===== src/rtl/rref_pkg.sv =====
package rref_pkg;
  typedef enum logic [1:0] {
    RS_IDLE  = 2'd0,
    RS_DRAIN = 2'd1,
    RS_PRE   = 2'd2,
    RS_RUN   = 2'd3
  } rref_state_e;
endpackage


===== src/rtl/rref_interval_timer.sv =====
// Free-running period counter: due points are spaced by the interval,
// independent of how long each refresh takes.
module rref_interval_timer #(
  parameter int IVL_W = 16
) (
  input  logic             clk,
  input  logic             rst_n,
  input  logic             start_i,
  input  logic             stop_i,
  input  logic [IVL_W-1:0] cfg_interval_i,
  input  logic             take_i,
  output logic             pending_o
);
  localparam logic [IVL_W-1:0] ONE = IVL_W'(1);

  logic             armed_q, armed_d;
  logic [IVL_W-1:0] cnt_q, cnt_d;
  logic             pend_q, pend_d;
  logic [IVL_W-1:0] limit;
  logic             due;
  logic             cnt_en;

  always_comb begin
    limit  = (cfg_interval_i == '0) ? '0 : (cfg_interval_i - ONE);
    due    = armed_q && (cnt_q == limit);
    armed_d = armed_q;
    cnt_d   = cnt_q;
    pend_d  = pend_q;
    if (stop_i) begin
      armed_d = 1'b0;
      cnt_d   = '0;
      pend_d  = 1'b0;
    end else if (start_i) begin
      armed_d = 1'b1;
      cnt_d   = '0;
      pend_d  = pend_q && !take_i;
    end else begin
      if (armed_q) cnt_d = due ? '0 : (cnt_q + ONE);
      if (due)         pend_d = 1'b1;
      else if (take_i) pend_d = 1'b0;
    end
    cnt_en = stop_i || start_i || armed_q;
  end

  always_ff @(posedge clk or negedge rst_n) begin
    if (!rst_n) begin
      armed_q <= 1'b0;
      pend_q  <= 1'b0;
    end else begin
      armed_q <= armed_d;
      pend_q  <= pend_d;
    end
  end

  always_ff @(posedge clk or negedge rst_n) begin
    if (!rst_n)      cnt_q <= '0;
    else if (cnt_en) cnt_q <= cnt_d;
  end

  assign pending_o = pend_q;
endmodule


===== src/rtl/rref_wait_cnt.sv =====
// Shared down-counter for the precharge and refresh waits.
module rref_wait_cnt #(
  parameter int TIM_W = 8
) (
  input  logic             clk,
  input  logic             rst_n,
  input  logic             load_i,
  input  logic [TIM_W-1:0] load_val_i,
  output logic [TIM_W-1:0] cnt_o
);
  localparam logic [TIM_W-1:0] ONE = TIM_W'(1);

  logic [TIM_W-1:0] cnt_q, cnt_d;
  logic             cnt_en;

  always_comb begin
    cnt_en = load_i || (cnt_q != '0);
    cnt_d  = load_i ? load_val_i : (cnt_q - ONE);
  end

  always_ff @(posedge clk or negedge rst_n) begin
    if (!rst_n)      cnt_q <= '0;
    else if (cnt_en) cnt_q <= cnt_d;
  end

  assign cnt_o = cnt_q;
endmodule


===== src/rtl/rref_seq_fsm.sv =====
module rref_seq_fsm
  import rref_pkg::*;
#(
  parameter int TIM_W = 8,
  parameter int CNT_W = 4
) (
  input  logic             clk,
  input  logic             rst_n,
  input  logic             pending_i,
  input  logic [CNT_W-1:0] inflight_i,
  input  logic             banks_closed_i,
  input  logic [TIM_W-1:0] cfg_trp_i,
  input  logic [TIM_W-1:0] cfg_trfc_i,
  input  logic [TIM_W-1:0] wait_cnt_i,
  output logic             take_o,
  output logic             pre_all_o,
  output logic             refresh_o,
  output logic             avail_o,
  output logic             load_o,
  output logic [TIM_W-1:0] load_val_o,
  output rref_state_e      state_o,
  output logic             first_o
);
  localparam logic [TIM_W-1:0] ONE = TIM_W'(1);

  rref_state_e state_q, state_d;
  logic        first_q, first_d;
  logic        wait_done;

  always_comb begin
    state_d    = state_q;
    take_o     = 1'b0;
    pre_all_o  = 1'b0;
    refresh_o  = 1'b0;
    load_o     = 1'b0;
    load_val_o = '0;
    wait_done  = (wait_cnt_i <= ONE);
    unique case (state_q)
      RS_IDLE: begin
        if (pending_i) begin
          take_o  = 1'b1;
          state_d = RS_DRAIN;
        end
      end
      RS_DRAIN: begin
        if (inflight_i == '0) state_d = RS_PRE;
      end
      RS_PRE: begin
        if (first_q) begin
          if (banks_closed_i) begin
            state_d = RS_RUN;
          end else begin
            pre_all_o  = 1'b1;
            load_o     = 1'b1;
            load_val_o = (cfg_trp_i == '0) ? '0 : (cfg_trp_i - ONE);
            if (cfg_trp_i <= ONE) state_d = RS_RUN;
          end
        end else if (wait_done) begin
          state_d = RS_RUN;
        end
      end
      RS_RUN: begin
        if (first_q) begin
          refresh_o  = 1'b1;
          load_o     = 1'b1;
          load_val_o = (cfg_trfc_i == '0) ? '0 : (cfg_trfc_i - ONE);
          if (cfg_trfc_i <= ONE) state_d = RS_IDLE;
        end else if (wait_done) begin
          state_d = RS_IDLE;
        end
      end
      default: state_d = RS_IDLE;
    endcase
    first_d = (state_d != state_q);
  end

  always_ff @(posedge clk or negedge rst_n) begin
    if (!rst_n) begin
      state_q <= RS_IDLE;
      first_q <= 1'b0;
    end else begin
      state_q <= state_d;
      first_q <= first_d;
    end
  end

  assign avail_o = (state_q == RS_IDLE);
  assign state_o = state_q;
  assign first_o = first_q;
endmodule


===== src/rtl/rank_refresh_sched.sv =====
module rank_refresh_sched
  import rref_pkg::*;
#(
  parameter int IVL_W = 16,
  parameter int TIM_W = 8,
  parameter int CNT_W = 4
) (
  input  logic             clk,
  input  logic             rst_n,
  input  logic             start_i,
  input  logic             stop_i,
  input  logic [IVL_W-1:0] cfg_interval_i,
  input  logic [TIM_W-1:0] cfg_trp_i,
  input  logic [TIM_W-1:0] cfg_trfc_i,
  input  logic [CNT_W-1:0] inflight_i,
  input  logic             banks_closed_i,
  output logic             pre_all_o,
  output logic             refresh_o,
  output logic             avail_o
);
  logic             due_pending;
  logic             take;
  logic             wait_load;
  logic [TIM_W-1:0] wait_val;
  logic [TIM_W-1:0] wait_cnt;
  rref_state_e      seq_state;
  logic             seq_first;

  rref_interval_timer #(.IVL_W(IVL_W)) u_timer (
    .clk            (clk),
    .rst_n          (rst_n),
    .start_i        (start_i),
    .stop_i         (stop_i),
    .cfg_interval_i (cfg_interval_i),
    .take_i         (take),
    .pending_o      (due_pending)
  );

  rref_wait_cnt #(.TIM_W(TIM_W)) u_wait (
    .clk        (clk),
    .rst_n      (rst_n),
    .load_i     (wait_load),
    .load_val_i (wait_val),
    .cnt_o      (wait_cnt)
  );

  rref_seq_fsm #(.TIM_W(TIM_W), .CNT_W(CNT_W)) u_seq (
    .clk            (clk),
    .rst_n          (rst_n),
    .pending_i      (due_pending),
    .inflight_i     (inflight_i),
    .banks_closed_i (banks_closed_i),
    .cfg_trp_i      (cfg_trp_i),
    .cfg_trfc_i     (cfg_trfc_i),
    .wait_cnt_i     (wait_cnt),
    .take_o         (take),
    .pre_all_o      (pre_all_o),
    .refresh_o      (refresh_o),
    .avail_o        (avail_o),
    .load_o         (wait_load),
    .load_val_o     (wait_val),
    .state_o        (seq_state),
    .first_o        (seq_first)
  );
endmodule


===== config.mk =====
export PLATFORM = sky130hd
export DESIGN_NAME = rank_refresh_sched
export DESIGN_NICKNAME = d
export VERILOG_FILES = /design/src/rtl/rref_pkg.sv /design/src/rtl/rref_interval_timer.sv /design/src/rtl/rref_wait_cnt.sv /design/src/rtl/rref_seq_fsm.sv /design/src/rtl/rank_refresh_sched.sv
export SDC_FILE = /design/constraint.sdc
export NUM_CORES = 1
export LEC_CHECK = 0
export ABC_AREA = 1
export BUFFER_PORTS_ARGS = -buffer_cell sky130_fd_sc_hd__buf_2
export CAP_MARGIN = 20
export CORE_ASPECT_RATIO = 1.25
export CORE_MARGIN = 4
export CORE_UTILIZATION = 25
export CTS_CLUSTER_SIZE = 40
export DETAILED_ROUTE_END_ITERATION = 12
export MAX_ROUTING_LAYER = met4
export PLACE_DENSITY_LB_ADDON = 0.1
export SETUP_SLACK_MARGIN = 0.2
export SLEW_MARGIN = 5
export SYNTH_ARGS = -nofsm -noshare
export SYNTH_HDL_FRONTEND = slang
export SYNTH_SLANG_ARGS = --single-unit
export TNS_END_PERCENT = 1

===== constraint.sdc =====
create_clock -name clk -period 3.6 [get_ports clk]
set_clock_uncertainty 0.05 [all_clocks]
set_input_delay 0.54 -clock clk [delete_from_list [all_inputs] [get_ports clk]]
set_output_delay 0.54 -clock clk [all_outputs]
set_load 0.01 [all_outputs]

==> impl_metrics.tcl <==
set metrics [dict create \
    hp-class "input port to asynchronous set/reset pin" \
    grt_overflow 0 \
    synth_most_common_cell "nand2_1" \
    syn-instance-count 466 \
    clk_root_buffer_cell "clkbuf_16" \
    p_leak_nw 1.598 \
    multi_input_area_sq_um 1853 \
    hold_viol 0 \
    ctsHoldBuffers 0 \
    yosysTopAreaCell "dfrtp_1" \
    synth-seq-cells 29 \
    synth_flop_cell "dfrtp_1" \
    dr.pass1.iters 4 \
    status "complete, no violations" \
    post_synth.cell_area_avg_sq_um 6.146 \
    cap_viol_max_count 0 \
    cp-start-kind "input port" \
    clockBufferDepth 2 \
    netlist_area_sq_um 2864 \
    setup-violations-final 0 \
    cts_resized 0 \
    die_h_microns 127.7 \
    num_rows 43 \
    antenna_found_initial 0 \
    dieArea_sq_um 13240 \
    drtIter0Drc 112 \
    final-seq-area_sq_um 725.7 \
    peakVddDrop_mv 0.1709 \
    place.port_buffers 43 \
    cp_max_fo 32 \
    yosys-top-cells-area "dfrtp_1 25%, nand2_1 17%, nor2_1 9.7%" \
    start_util_pct 25.72 \
    ant_nets 0 \
    crit_path_end_kind "register" \
    hold_slack_ns 0.2459 \
    fmax_ghz 0.3731 \
    die_width_microns 103.7 \
    antenna_cells 0 \
    grt_util_all_layers_pct 12.95 \
    synth_top_area_share_pct 25.34 \
    path_class "input port to register" \
    drv_slew 0 \
    gp_congestion 0.8300 \
    grt_max_degree 33 \
    cts_max_level 2 \
    numCtsBuffers 5 \
    p_per_area_nw_per_um2 379.0 \
    tightest_slew_ns 0.6895 \
    final.period_utilization_pct 74.44 \
    rsz0062_at_grt "no" \
    post_cts_buffers 0 \
    final.setup.tns_ns 0 \
    slew_headroom_pct 54.03 \
    routedWlPerCell_microns 12.23 \
    nets 561 \
    grt_pass1_vias 2975 \
    syn_nets 515 \
    worstPathRequired_ns 3.70 \
    cts_sinks 29 \
    drive_gt1_share_pct 14.62 \
    vias 2990 \
    coreArea_sq_um 11140 \
    grt_pass1_wl_mm 13.70 \
    ys_warn_count 0 \
    fillers 1246 \
    cp.arrival_ns 2.78 \
    layout_min_cycle_time_ns 2.680 \
    clk_pin_slew_ns 0.05 \
    io_pins 44 \
    ys_seq_area_share_pct 25.34 \
    cts_tree "yes" \
    synth_common_cells "129 x nand2_1, 74 x nor2_1, 62 x inv_1, 38 x nand3_1, 29 x dfrtp_1" \
    dp_hpwl_mm 6.633 \
    area_delta_synth_final_pct 17.61 \
    synth_edf_count 0 \
    async_reset_ff_share_pct 100.0 \
    wl_mm 7.926 \
    ys_types 35 \
    clock_latency_ns 0.28 \
    vias_per_cell 4.614 \
    drcViolationCount 0 \
]
[logic make-up (layout without fill, tap and decap cells)]
kind of cell / after synthesis / in the layout / share of synthesized area [%]
xor+xnor: 21 / 21 / 6.422
fa+ha+maj: 8 / 8 / 3.495
flops: 29 / 29 / 25.34
compound gates: 61 / 61 / 12.98
simple gates: 278 / 278 / 41.81
buf+inv: 69 / 116 / 9.961
[through the flow]
| stage | worst slack (ns) | instances | cell area, sq um | utilization, % | total power (W) |
|---|---|---|---|---|---|
| after floorplan | 1.250 | 466 | 2864 | - | 0.0007249 |
| after global placement | 0.6571 | 639 | 3203 | 28.76 | 0.0008503 |
| after detailed placement | 0.5844 | 639 | 3203 | 28.76 | 0.0008515 |
| after CTS | 0.8765 | 647 | 3361 | 30.18 | 0.001301 |
| after global routing | 0.5969 | 648 | 3368 | 30.24 | 0.001397 |
| final | 0.9200 | 648 | 3368 | 30.24 | 0.001277 |
[routing by layer]
| metal | vias to the layer above | wire (microns) | track usage (%) |
|---|---|---|---|
| met1 | 1333 | 3500 | 14.33 |
| li1 | 1598 | - | - |
| met2 | 52 | 4044 | 24.08 |
| met5 | - | 0 | - |
| met3 | 7 | 270 | 2.116 |
| met4 | 0 | 110 | 3.756 |
[state kept, by name, indices dropped and copies added, names as in the netlist]
name / cells
u_timer.cnt_q: 16
u_timer.armed_q: 1
u_seq.state_o: 2
u_wait.cnt_o: 8
u_seq.first_o: 1
u_timer.pending_o: 1
[critical path, stage by stage]
cell and delay [ns]:
buf_2 0.09, inv_1 0.14, ha_1 0.24, nand3_2 0.15, nor2_1 0.16, nand2_2 0.34
nand3b_1 0.21, nand2_1 0.08, nor2_2 0.12, nand2_1 0.06, nor2_1 0.09, nand2_1 0.06
nor2_2 0.09, nand2_2 0.07, nand2_4 0.20, o21ai_0 0.12
[placed cells by master, fill, tap and decap left out, types with 4 or more instances in the layout]
cell type,count
nand2_1,129
nor2_1,74
inv_1,62
buf_2,43
nand3_1,38
dfrtp_1,29
o21ai_0,28
nand4_1,19
xor2_1,17
a21oi_1,9
o21ai_2,9
ha_1,8
o22ai_1,6
clkbuf_16,5
nor2_2,4
nand2_2,4
xnor2_1,4
[final timing paths]
path                                   start                 to  slack (ns)  cells after the start
setup / recovery           cfg_interval_i[0]   u_timer.cnt_q[5]        0.92                     16
hold / removal                         rst_n  u_timer.cnt_q[15]        0.25                      1
setup reg to reg            u_timer.cnt_q[2]  u_timer.cnt_q[15]        1.56                     10
hold reg to reg            u_timer.cnt_q[15]  u_timer.cnt_q[15]        0.46                      2
max in group asynchronous              rst_n   u_timer.cnt_q[6]        2.80                      1
min in group clk                      stop_i    u_timer.armed_q        0.40                      2
[report_power, final]
part | switching [W] | total, W | internal (W) | leakage [nW]
combinational | 0.000242 | 0.000398 | 0.000156 | 1.13
clock | 0.000146 | 0.000439 | 0.000292 | 0.0799
sequential | 0.0000506 | 0.000440 | 0.000389 | 0.386
total | 0.000439 | 0.00128 | 0.000838 | 1.60
[layout make-up]
type	instances	area share, %
Inverter	64	7.132
Timing Repair Buffer	44	6.612
Clock buffer	7	4.532
Tap cell	135	5.015
Multi-Input combinational cell	368	55.01
Sequential cell	29	21.55
Clock inverter	1	0.1486
Power figures use the tool's default switching activity.
